==> config.mk <==
export PLATFORM = sky130hd
export DESIGN_NAME = buf_flag_dma_pins
export DESIGN_NICKNAME = d
export VERILOG_FILES = /design/src/rtl/flag_dma_pkg.sv /design/src/rtl/pin_mode_ctl.sv /design/src/rtl/flag_pin_dp.sv /design/src/rtl/buf_flag_dma_pins.sv
export SDC_FILE = /design/constraint.sdc
export NUM_CORES = 1
export LEC_CHECK = 0
export BUFFER_PORTS_ARGS = -buffer_cell sky130_fd_sc_hd__buf_2
export CORE_AREA = 8 8 50 52
export CTS_BUF_LIST = sky130_fd_sc_hd__clkbuf_2 sky130_fd_sc_hd__clkbuf_4 sky130_fd_sc_hd__clkbuf_8
export DETAILED_ROUTE_END_ITERATION = 10
export DIE_AREA = 0 0 58 60
export GPL_TIMING_DRIVEN = 0
export PLACE_DENSITY_LB_ADDON = 0.1
export SLEW_MARGIN = 5
export SYNTH_ARGS = -nofsm -noshare
export SYNTH_HDL_FRONTEND = slang
export SYNTH_SLANG_ARGS = --single-unit
==> constraint.sdc <==
create_clock -name clk -period 0.9 [get_ports clk]
set_input_delay 0.135 -clock clk [delete_from_list [all_inputs] [get_ports clk]]
set_output_delay 0.135 -clock clk [all_outputs]
set_load 0.01 [all_outputs]
==> src/rtl/flag_dma_pkg.sv <==
package flag_dma_pkg;
  localparam int OBF_BIT = 0;
  localparam int IBF_BIT = 1;
  localparam int DRQ_BIT = 2;
  localparam int ACK_BIT = 3;

  typedef struct packed {
    logic latchWr;
    logic drqSet;
    logic drqClr;
    logic flagMode;
    logic dmaMode;
  } pin_ctl_t;
endpackage

==> src/rtl/pin_mode_ctl.sv <==
module pin_mode_ctl
  import flag_dma_pkg::*;
#(
  parameter int SYNC_STAGES = 2
) (
  input  logic     clk,
  input  logic     rstN,
  input  logic     portWrEn,
  input  logic     drqBit,
  input  logic     flagModeEn,
  input  logic     dmaModeEn,
  input  logic     hostRdN,
  input  logic     hostWrN,
  input  logic     ackPinN,
  output pin_ctl_t ctl
);
  localparam int CHAN = 3;
  localparam int DEPTH = SYNC_STAGES + 1;

  logic [CHAN-1:0] rawIn;
  logic [CHAN-1:0] syncNow;
  logic [CHAN-1:0] syncPrev;
  logic flagMode;
  logic dmaMode;
  logic ackedEnd;

  assign rawIn = {ackPinN, hostWrN, hostRdN};

  for (genvar g = 0; g < CHAN; g++) begin : g_sync
    logic [DEPTH-1:0] pipe;
    always_ff @(posedge clk or negedge rstN) begin
      if (!rstN) pipe <= '1;
      else       pipe <= {pipe[DEPTH-2:0], rawIn[g]};
    end
    assign syncNow[g]  = pipe[SYNC_STAGES-1];
    assign syncPrev[g] = pipe[SYNC_STAGES];
  end

  always_ff @(posedge clk or negedge rstN) begin
    if (!rstN) begin
      flagMode <= 1'b0;
      dmaMode  <= 1'b0;
    end else begin
      if (flagModeEn) flagMode <= 1'b1;
      if (dmaModeEn)  dmaMode  <= 1'b1;
    end
  end

  // trailing edge of a read or write while acknowledge was held low
  assign ackedEnd = !syncPrev[2] &&
                    ((syncNow[0] && !syncPrev[0]) || (syncNow[1] && !syncPrev[1]));

  always_comb begin
    ctl.latchWr  = portWrEn;
    ctl.drqSet   = portWrEn && dmaMode && drqBit && !dmaModeEn;
    ctl.drqClr   = dmaModeEn || ackedEnd;
    ctl.flagMode = flagMode;
    ctl.dmaMode  = dmaMode;
  end
endmodule

==> src/rtl/flag_pin_dp.sv <==
module flag_pin_dp
  import flag_dma_pkg::*;
#(
  parameter int          NBITS     = 4,
  parameter logic [NBITS-1:0] LATCH_RST = '1
) (
  input  logic             clk,
  input  logic             rstN,
  input  pin_ctl_t         ctl,
  input  logic [NBITS-1:0] portWrData,
  input  logic             ibfStat,
  input  logic             obfStat,
  input  logic             hostCsN,
  input  logic             ackPinN,
  output logic [NBITS-1:0] pinOut,
  output logic             effCsN
);
  logic [NBITS-1:0] portLatch;
  logic             drq;

  always_ff @(posedge clk or negedge rstN) begin
    if (!rstN) portLatch <= LATCH_RST;
    else if (ctl.latchWr) portLatch <= portWrData;
  end

  always_ff @(posedge clk or negedge rstN) begin
    if (!rstN)           drq <= 1'b0;
    else if (ctl.drqSet) drq <= 1'b1;
    else if (ctl.drqClr) drq <= 1'b0;
  end

  always_comb begin
    pinOut = portLatch;
    if (ctl.flagMode) begin
      pinOut[OBF_BIT] = portLatch[OBF_BIT] & obfStat;
      pinOut[IBF_BIT] = portLatch[IBF_BIT] & ~ibfStat;
    end
    if (ctl.dmaMode) begin
      pinOut[DRQ_BIT] = drq;
      pinOut[ACK_BIT] = 1'b1;
    end
    effCsN = ctl.dmaMode ? (hostCsN & ackPinN) : hostCsN;
  end
endmodule

==> src/rtl/buf_flag_dma_pins.sv <==
module buf_flag_dma_pins
  import flag_dma_pkg::*;
#(
  parameter int SYNC_STAGES = 2
) (
  input  logic       clk,
  input  logic       rstN,
  input  logic       portWrEn,
  input  logic [3:0] portWrData,
  input  logic       flagModeEn,
  input  logic       dmaModeEn,
  input  logic       ibfStat,
  input  logic       obfStat,
  input  logic       hostRdN,
  input  logic       hostWrN,
  input  logic       hostCsN,
  input  logic       ackPinN,
  output logic [3:0] pinOut,
  output logic       effCsN
);
  pin_ctl_t ctl;

  pin_mode_ctl #(.SYNC_STAGES(SYNC_STAGES)) u_ctl (
    .clk(clk), .rstN(rstN), .portWrEn(portWrEn), .drqBit(portWrData[DRQ_BIT]),
    .flagModeEn(flagModeEn), .dmaModeEn(dmaModeEn),
    .hostRdN(hostRdN), .hostWrN(hostWrN), .ackPinN(ackPinN), .ctl(ctl)
  );

  flag_pin_dp #(.NBITS(4), .LATCH_RST(4'b1111)) u_dp (
    .clk(clk), .rstN(rstN), .ctl(ctl), .portWrData(portWrData),
    .ibfStat(ibfStat), .obfStat(obfStat), .hostCsN(hostCsN),
    .ackPinN(ackPinN), .pinOut(pinOut), .effCsN(effCsN)
  );
endmodule

==> qor.txt, run 1 <==
Hold Path Depth - 2
status - finished with violations
fillers - 180
num rows - 16
remaining antenna violation count - 0
FF-to-FF path depth - 4
RePlAce Congestion - 0.636
Synth Area in Compound Gates - 7.08%
post-DR vias/cell - 4.50
Tmin final - 1.28 ns
drt first pass iters - 2
Post-DP Area - 683 sq um
Area Growth Syn to Fin - 43.8%
Levels on crit path - 2
Yosys top cell by area - dfstp_2
Sink Count - 16
crit path cell chain - mux2_4, buf_6
die height - 60 um
dpl ws - -0.109 ns
RSZ-0062 raised after global routing - yes
WL final - 987 um
mux cell area share after synthesis - 9.96%
drt drc - 0
largest family of logic cells by synthesized area - multiplexers
share of layout cells above drive strength 1 - 73.4%
Sequential Area - 418 sq um
Max Freq - 779 MHz
synthesized instance count - 34
worst r2r src - u_ctl.dmaMode
simple-gate portion of the synthesized area - 7.96%
Synth Area in Adders - 0%
antenna violations before repair - 0
Clock Latency Late Sink - 0.28 ns
worst hold path class - in2reg
synthesized area - 566 sq um
top cells by area, synth - dfstp_2 60%, dfrtp_1 13%, mux2_1 10%
min-delay src - flagModeEn
Mean Syn Cell Area - 16.6 sq um
DP Wirelength - 737 um
Clock Pin Slew Worst Setup and Hold Paths - 0.09 ns
Slew Viols, Final - 0
Initial DRC Count - 5
Max-Cap Viols - 0
H-tree Lvls - 1
nets@finish - 80
CTS Buf Count - 3
Syn. warnings - 0
Yosys top cell area share - 60.4%
first-pass GRT wire length - 1.70 mm
CTS tree - yes
final setup fails - 7
root buf cell - clkbuf_4
Slew HR - 77.8%
Final Hold Fails - 0
VDD IR max - 820 uV
skew final - 0.00459 ns
Die Width - 58 um
Arr. time, crit path - 1.15 ns
n_diodes - 0
delay-heaviest family, CP - flip-flops
clk buf depth - 2
Final Worst Setup Slack - -0.383 ns
routed via count - 369
GRT Overall Usage - 6.82%
routed len/inst - 12.0 um
core footprint - 1800 sq um
largest net degree at the start of global routing - 17
area of the die - 3480 sq um
crit-path max cell delay - 0.44 ns
Worst Hold Slack - 0.0365 ns
critical path fanouts, max - 4
final cell utilization of the core - 45.1%
failing checks - setup timing
Overflow after GRT - 0
vias in the first global route - 398
CP Launch Type - flip-flop
Required @ worst endpoint - 0.76 ns
xor/xnor share of the synthesized area - 0%
Final Cycle Share - 143%
final instance area - 813 sq um
IO Pins - 20
worst path bufs/invs - 1
net count after synthesis - 49
pwr/cell area - 1670 nW/um^2
Worst setup startpoint - u_ctl.dmaMode
Worst setup EP type - primary output
sequential share of the synthesized area - 73.7%
worst setup path category - reg2out
Port Buffers - 19
Synth Register Bits - 16
Multi-input gate area - 168 sq um
Max stage delay cell, worst path - dfrtp_2
Worst Tran Pin Value - 0.333 ns
Netlist cell types - 12
Pleak - 0.359 nW
effective utilization at floorplan - 31.4%
==> kinds of logic after synthesis <==
family,Yosys count
compound gates,5
buf+inv,2
flops,16
mux,5
simple gates,6
==> cells in the final DEF (no fill, tap or decap) <==
master and count:
a21boi_1 1, a21boi_2 2, a32oi_2 1, buf_2 18
buf_4 2, buf_6 2, clkbuf_4 4, dfrtp_1 2
dfrtp_2 1, dfstp_2 13, dlygate4sd3_1 4, inv_1 2
mux2_1 4, mux2_4 1, nand2b_1 1, nor2b_1 1
nor2b_4 1, o32ai_2 1, or2_1 2, or2_2 1
==> flip-flops by register name, summed over array words and instances (netlist names) <==
register / count
u_ctl.dmaMode: 1
u_ctl.g_sync.pipe: 9
u_dp.drq: 1
u_dp.portLatch: 4
u_ctl.flagMode: 1
==> path summary, 6_finish.rpt <==
| kind | endpoint | slack [ns] |
|---|---|---|
| worst max-delay path | pinOut[2] | -0.38 |
| worst min-delay path | u_ctl.flagMode | 0.04 |
| worst max register to register | u_dp.drq | -0.23 |
| worst min register to register | u_ctl.g_sync[2].pipe[1] | 0.35 |
| max in group asynchronous | u_ctl.g_sync[1].pipe[2] | 0.32 |
| min in group asynchronous | u_ctl.dmaMode | 0.28 |
==> per-stage QoR <==
step	instances	power (mW)	setup TNS [ns]
after floorplan	34	0.862	0
after global placement	71	0.929	-0.181
after detailed placement	71	0.931	-0.177
after CTS	81	1.38	-1.94
after global routing	82	1.45	-2.46
final	82	1.36	-2.04
==> what timing repair did <==
action,4_1_cts,5_1_grt
buffers inserted,2,1
pin swaps,2,3
endpoints found under the hold margin,6,0
setup endpoints to repair,6,7
hold buffers,4,0
gates resized for setup,3,6
==> where the power goes <==
group	internal, mW	total [mW]	switching [mW]
logic	0.0850	0.141	0.0557
clock network	0.202	0.408	0.206
registers	0.790	0.809	0.0182
==> per-layer routing <==
metal	part of all wire [%]	global-route usage [%]	vias to the layer above	routed length, um
met1	42	7.20	180	410
met5	0	0	-	0
met3	9.6	5.59	0	95
met4	0	4.20	0	0
met2	49	9.08	13	481
li1	-	-	176	-
==> Yosys cell counts (all sizes together) <==
library cell	instances
dfstp	13
mux2	5
a21boi	3
dfrtp	3
or2	3
inv	2
nor2b	2
a32oi	1
nand2b	1
o32ai	1
==> area by class of cell <==
class,count,share of cell area (%)
inverter,2,0.923
multi-input combinational,16,20.6
tap,18,2.77
timing repair buffer,26,20.6
sequential,16,51.4
clock buffer,4,3.69
(Power assumes the default switching activity.)
==> inputs of run 2 (changes only) <==
- CELL_PAD_IN_SITES_DETAIL_PLACEMENT: unset -> 0
- CELL_PAD_IN_SITES_GLOBAL_PLACEMENT: unset -> 1
- TNS_END_PERCENT: unset -> 10
==> run 2 against run 1 <==
Net effect: the flow still finishes with violations (setup timing); critical endpoint unchanged; sequential power about the same; global-route usage grew 0.35 points; first-iteration DRC count shrank 100%; sequential share of layout area up 0.89 points; fmax increased by 0.32%; routed wire length increased by 10%; critical path type unchanged; cell count down 1.2%; power shrank 0.60%; count of clock-buffer cells in the layout unchanged; die area did not move.
==> qor.txt, run 2 (same netlist as run 1, synthesis figures left out) <==
sequential share of power - 60.1%
nets@finish - 79
skew final - 0.00837 ns
CTS tree - yes
Worst Hold Slack - 0.0425 ns
antenna violations before repair - 0
dpl ws - -0.129 ns
min-delay src - flagModeEn
Port Buffers - 19
routed via count - 363
remaining antenna violation count - 0
drt first pass iters - 1
clk buf depth - 2
H-tree Lvls - 1
VDD IR max - 974 uV
Reg with most FFs - u_ctl.g_sync.pipe
die height - 60 um
Overflow after GRT - 0
Slew HR - 77.5%
Clock Pin Slew Worst Setup and Hold Paths - 0.09 ns
Internal - 1.08 mW
Top Registers - u_ctl.g_sync.pipe x9, u_dp.portLatch x4
largest net degree at the start of global routing - 17
Worst setup startpoint - u_ctl.dmaMode
Clock Latency Late Sink - 0.27 ns
max FFs per register - 9
final cell utilization of the core - 44.2%
Required @ worst endpoint - 0.76 ns
sw frac - 20.2%
post-DR vias/cell - 4.48
Max Freq - 782 MHz
Arr. time, crit path - 1.14 ns
CP Launch Type - flip-flop
RePlAce Congestion - 0.683
final setup fails - 7
root buf cell - clkbuf_4
Area Growth Syn to Fin - 40.9%
Initial DRC Count - 0
core footprint - 1800 sq um
drt drc - 0
Worst Tran Pin Value - 0.338 ns
Pleak - 0.351 nW
IO Pins - 20
share of layout cells above drive strength 1 - 71.4%
n_diodes - 0
Switch Pwr - 0.273 mW
Die Width - 58 um
critical path fanouts, max - 4
worst setup path category - reg2out
failing checks - setup timing
Logic pwr share - 10.4%
most frequent cells in the layout - 18 x buf_2, 13 x dfstp_2, 4 x mux2_1, 4 x clkbuf_4, 4 x dlygate4sd3_1
CTS Buf Count - 3
effective utilization at floorplan - 31.4%
routed len/inst - 13.5 um
Worst setup EP type - primary output
pwr/cell area - 1690 nW/um^2
Final Cycle Share - 142%
first-pass GRT wire length - 1.86 mm
Max-Cap Viols - 0
worst hold path class - in2reg
num rows - 16
WL final - 1.09 mm
GRT Overall Usage - 7.17%
most common cell after layout, fill and taps aside - buf_2
Clock power frac - 29.5%
Tmin final - 1.28 ns
worst r2r src - u_ctl.dmaMode
total power - 1.35 mW
Final Worst Setup Slack - -0.379 ns
Final Hold Fails - 0
vias in the first global route - 420
fillers - 167
RSZ-0062 raised after global routing - yes
area of the die - 3480 sq um
DP Wirelength - 831 um
Slew Viols, Final - 0
status - finished with violations
Sink Count - 16
-- run 2: cell count changes in the layout (fill, tap and decap cells not counted), sizes merged --
cell  before  now
buf       22   21
-- run 2: power by group through the flow --
stage | Clock, mW | Combinational, mW | Sequential [mW]
global placement | 0 | 0.107 | 0.818
floorplan | 0 | 0.0465 | 0.815
CTS | 0.425 | 0.140 | 0.811
finish | 0.398 | 0.140 | 0.811
detailed placement | 0 | 0.113 | 0.821
global route | 0.462 | 0.155 | 0.817
-- run 2: routing by layer --
layer	vias up	wire length, um	global-route usage, %
met3	0	115	4.30
li1	174	-	-
met5	-	0	0
met4	0	0	4.20
met1	173	409	6.68
met2	16	565	11.9
-- run 2: timing repair --
| item | 4_1_cts | 5_1_grt |
|---|---|---|
| buffers inserted | 2 | 0 |
| gates resized for setup | 6 | 2 |
| hold endpoints to repair | 6 | 0 |
| endpoints found under the setup margin | 6 | 7 |
| pin swaps | 1 | 0 |
| hold buffers | 4 | 0 |
-- run 2: critical path, stage by stage (launching register included) --
cell and delay (ns):
dfrtp_1 0.43, mux2_4 0.32, buf_6 0.12
-- run 2: area by class of cell --
cell class	instances	area, sq um	share of cell area [%]
Timing Repair Buffer	25	156	19.6
Multi-Input combinational cell	16	164	20.6
Inverter	2	7.51	0.942
Sequential cell	16	417	52.3
Clock buffer	4	30.0	3.77
Tap cell	18	22.5	2.83
-- run 2: path summary, 6_finish.rpt --
check                                          end  cells past startpoint  slack (ns)
max in group asynchronous  u_ctl.g_sync[0].pipe[2]                      2        0.31
hold / removal                      u_ctl.flagMode                      2        0.04
setup reg to reg                          u_dp.drq                      3       -0.08
hold reg to reg            u_ctl.g_sync[1].pipe[1]                      0        0.36
setup / recovery                         pinOut[2]                      2       -0.38
min in group asynchronous            u_ctl.dmaMode                      2        0.29
-- run 2: through the flow --
| stage | cell area (sq um) | setup TNS, ns | cells |
|---|---|---|---|
| after CTS | 790 | -1.99 | 81 |
| after floorplan | 566 | -0.0422 | 34 |
| after global placement | 683 | -0.174 | 71 |
| after detailed placement | 683 | -0.302 | 71 |
| final | 797 | -1.82 | 81 |
| after global routing | 797 | -2.17 | 81 |
==> inputs of run 3 (changes only) <==
- CELL_PAD_IN_SITES_DETAIL_PLACEMENT: 0 -> 1
==> run 3 against run 2 <==
Net effect: the run still ends with setup timing left; hold slack worse by 0.00051 ns; fmax decreased by 1.9%; sequential cell count unchanged; die area did not move; sequential share of layout area increased by 0.91 points; clock skew down 0.00097 ns; critical endpoint unchanged; largest cell class unchanged.
==> qor.txt, run 3 (same netlist as run 1, synthesis figures left out) <==
status - finished with violations
failing checks - setup timing
Reg with most FFs - u_ctl.g_sync.pipe
H-tree Lvls - 1
worst path bufs/invs - 1
pwr/cell area - 1790 nW/um^2
Max stage delay cell, worst path - dfrtp_2
Arr. time, crit path - 1.17 ns
Worst setup EP type - primary output
routed via count - 372
drt first pass iters - 2
n_diodes - 0
sequential share of power - 57.4%
Logic pwr share - 9.9%
Internal - 1.12 mW
Final Hold Fails - 0
Clock Latency Late Sink - 0.28 ns
GRT Overall Usage - 7.77%
Max Freq - 767 MHz
final cell utilization of the core - 43.6%
most frequent cells in the layout - 18 x buf_2, 13 x dfstp_2, 4 x mux2_1, 4 x dlygate4sd3_1, 3 x clkbuf_4
post-DR vias/cell - 4.71
antenna violations before repair - 0
Top Registers - u_ctl.g_sync.pipe x9, u_dp.portLatch x4
clk buf depth - 2
Slew HR - 77.4%
CTS tree - yes
Max-Cap Viols - 0
remaining antenna violation count - 0
Worst Tran Pin Value - 0.338 ns
sw frac - 20.6%
most common cell after layout, fill and taps aside - buf_2
Slew Viols, Final - 0
drt drc - 0
Sink Count - 16
CTS Buf Count - 3
largest net degree at the start of global routing - 17
vias in the first global route - 429
crit path cell chain - mux2_4, buf_6
core footprint - 1800 sq um
CP Launch Type - flip-flop
first-pass GRT wire length - 1.93 mm
Final Worst Setup Slack - -0.404 ns
Levels on crit path - 2
routed len/inst - 14.4 um
root buf cell - clkbuf_4
final setup fails - 6
final instance area - 786 sq um
crit-path max cell delay - 0.46 ns
Post-CTS Repair Setup Buffers - 0
delay-heaviest family, CP - flip-flops
skew final - 0.00741 ns
DP Wirelength - 932 um
Port Buffers - 19
WL final - 1.14 mm
Clock Pin Slew Worst Setup and Hold Paths - 0.09 ns
Pleak - 0.346 nW
critical path fanouts, max - 5
nets@finish - 77
VDD IR max - 916 uV
FF-to-FF path depth - 2
max FFs per register - 9
Clock power frac - 32.7%
Hold Path Depth - 2
reg2reg setup slack - -0.02 ns
Final Cycle Share - 145%
RePlAce Congestion - 0.683
Initial DRC Count - 2
Post-DP Area - 683 sq um
area of the die - 3480 sq um
share of layout cells above drive strength 1 - 70.5%
worst hold path class - in2reg
effective utilization at floorplan - 31.4%
Die Width - 58 um
IO Pins - 20
Required @ worst endpoint - 0.76 ns
RSZ-0062 raised after global routing - yes
num rows - 16
# placed instances - 71
Switch Pwr - 0.290 mW
Overflow after GRT - 0
Area Growth Syn to Fin - 38.9%
Final Non-Filler Cells - 79
worst setup path category - reg2out
Tmin final - 1.30 ns
die height - 60 um
==> run 3: cell types whose count changed in the layout (fill, tap and decap cells not counted), sizes merged <==
cell,previous run,this run
buf,21,19
==> run 3: final timing paths <==
check                                          end                    start
setup / recovery                         pinOut[2]            u_ctl.dmaMode
hold / removal                            u_dp.drq                dmaModeEn
setup reg to reg                          u_dp.drq            u_ctl.dmaMode
hold reg to reg            u_ctl.g_sync[0].pipe[1]  u_ctl.g_sync[0].pipe[0]
max in group asynchronous        u_dp.portLatch[2]                     rstN
min in group asynchronous                 u_dp.drq                     rstN
==> run 3: worst register-to-register path, cell delays in order, from the launching register on <==
cell and delay (ns):
dfrtp_2 0.46, a32oi_1 0.24, o32ai_2 0.11
==> run 3: repair_timing <==
item | 4_1_cts | 5_1_grt
resized for setup | 7 | 0
hold buffers | 4 | 0
gates cloned | 0 | 0
endpoints found under the hold margin | 6 | 0
setup endpoints to repair | 6 | 7
pin swaps | 3 | 0
==> run 3: area by class of cell <==
type / instances / area [sq um]
clock buffer: 4 / 36.3
fill: 198 / 1020
inverter: 2 / 7.51
multi-input combinational: 16 / 160
sequential: 16 / 418
tap: 18 / 22.5
timing repair buffer: 23 / 141
==> run 3: per-layer routing <==
layer	global-route usage (%)	routed length, um
met4	5.24	0
met3	3.87	62
met5	0	0
met2	12.3	592
met1	7.96	485
==> run 3: per-stage QoR <==
stage | setup slack [ns] | TNS, ns | hold WS, ns | power, mW
4_1_cts | -0.422 | -1.79 | 0.0340 | 1.44
5_1_grt | -0.456 | -2.04 | 0.0132 | 1.50
3_3_place_gp | -0.115 | -0.174 | 0.0457 | 0.925
6_report | -0.404 | -1.68 | 0.0420 | 1.41
2_1_floorplan | -0.0422 | -0.0422 | -0.161 | 0.861
3_5_place_dp | -0.124 | -0.324 | 0.0598 | 0.935
==> run 3: power groups by stage <==
stage / sequential [mW] / combinational [mW] / clock, mW
2_1_floorplan: 0.815 / 0.0465 / 0
3_3_place_gp: 0.818 / 0.107 / 0
3_5_place_dp: 0.821 / 0.113 / 0
4_1_cts: 0.811 / 0.144 / 0.485
5_1_grt: 0.816 / 0.154 / 0.527
6_report: 0.809 / 0.140 / 0.460
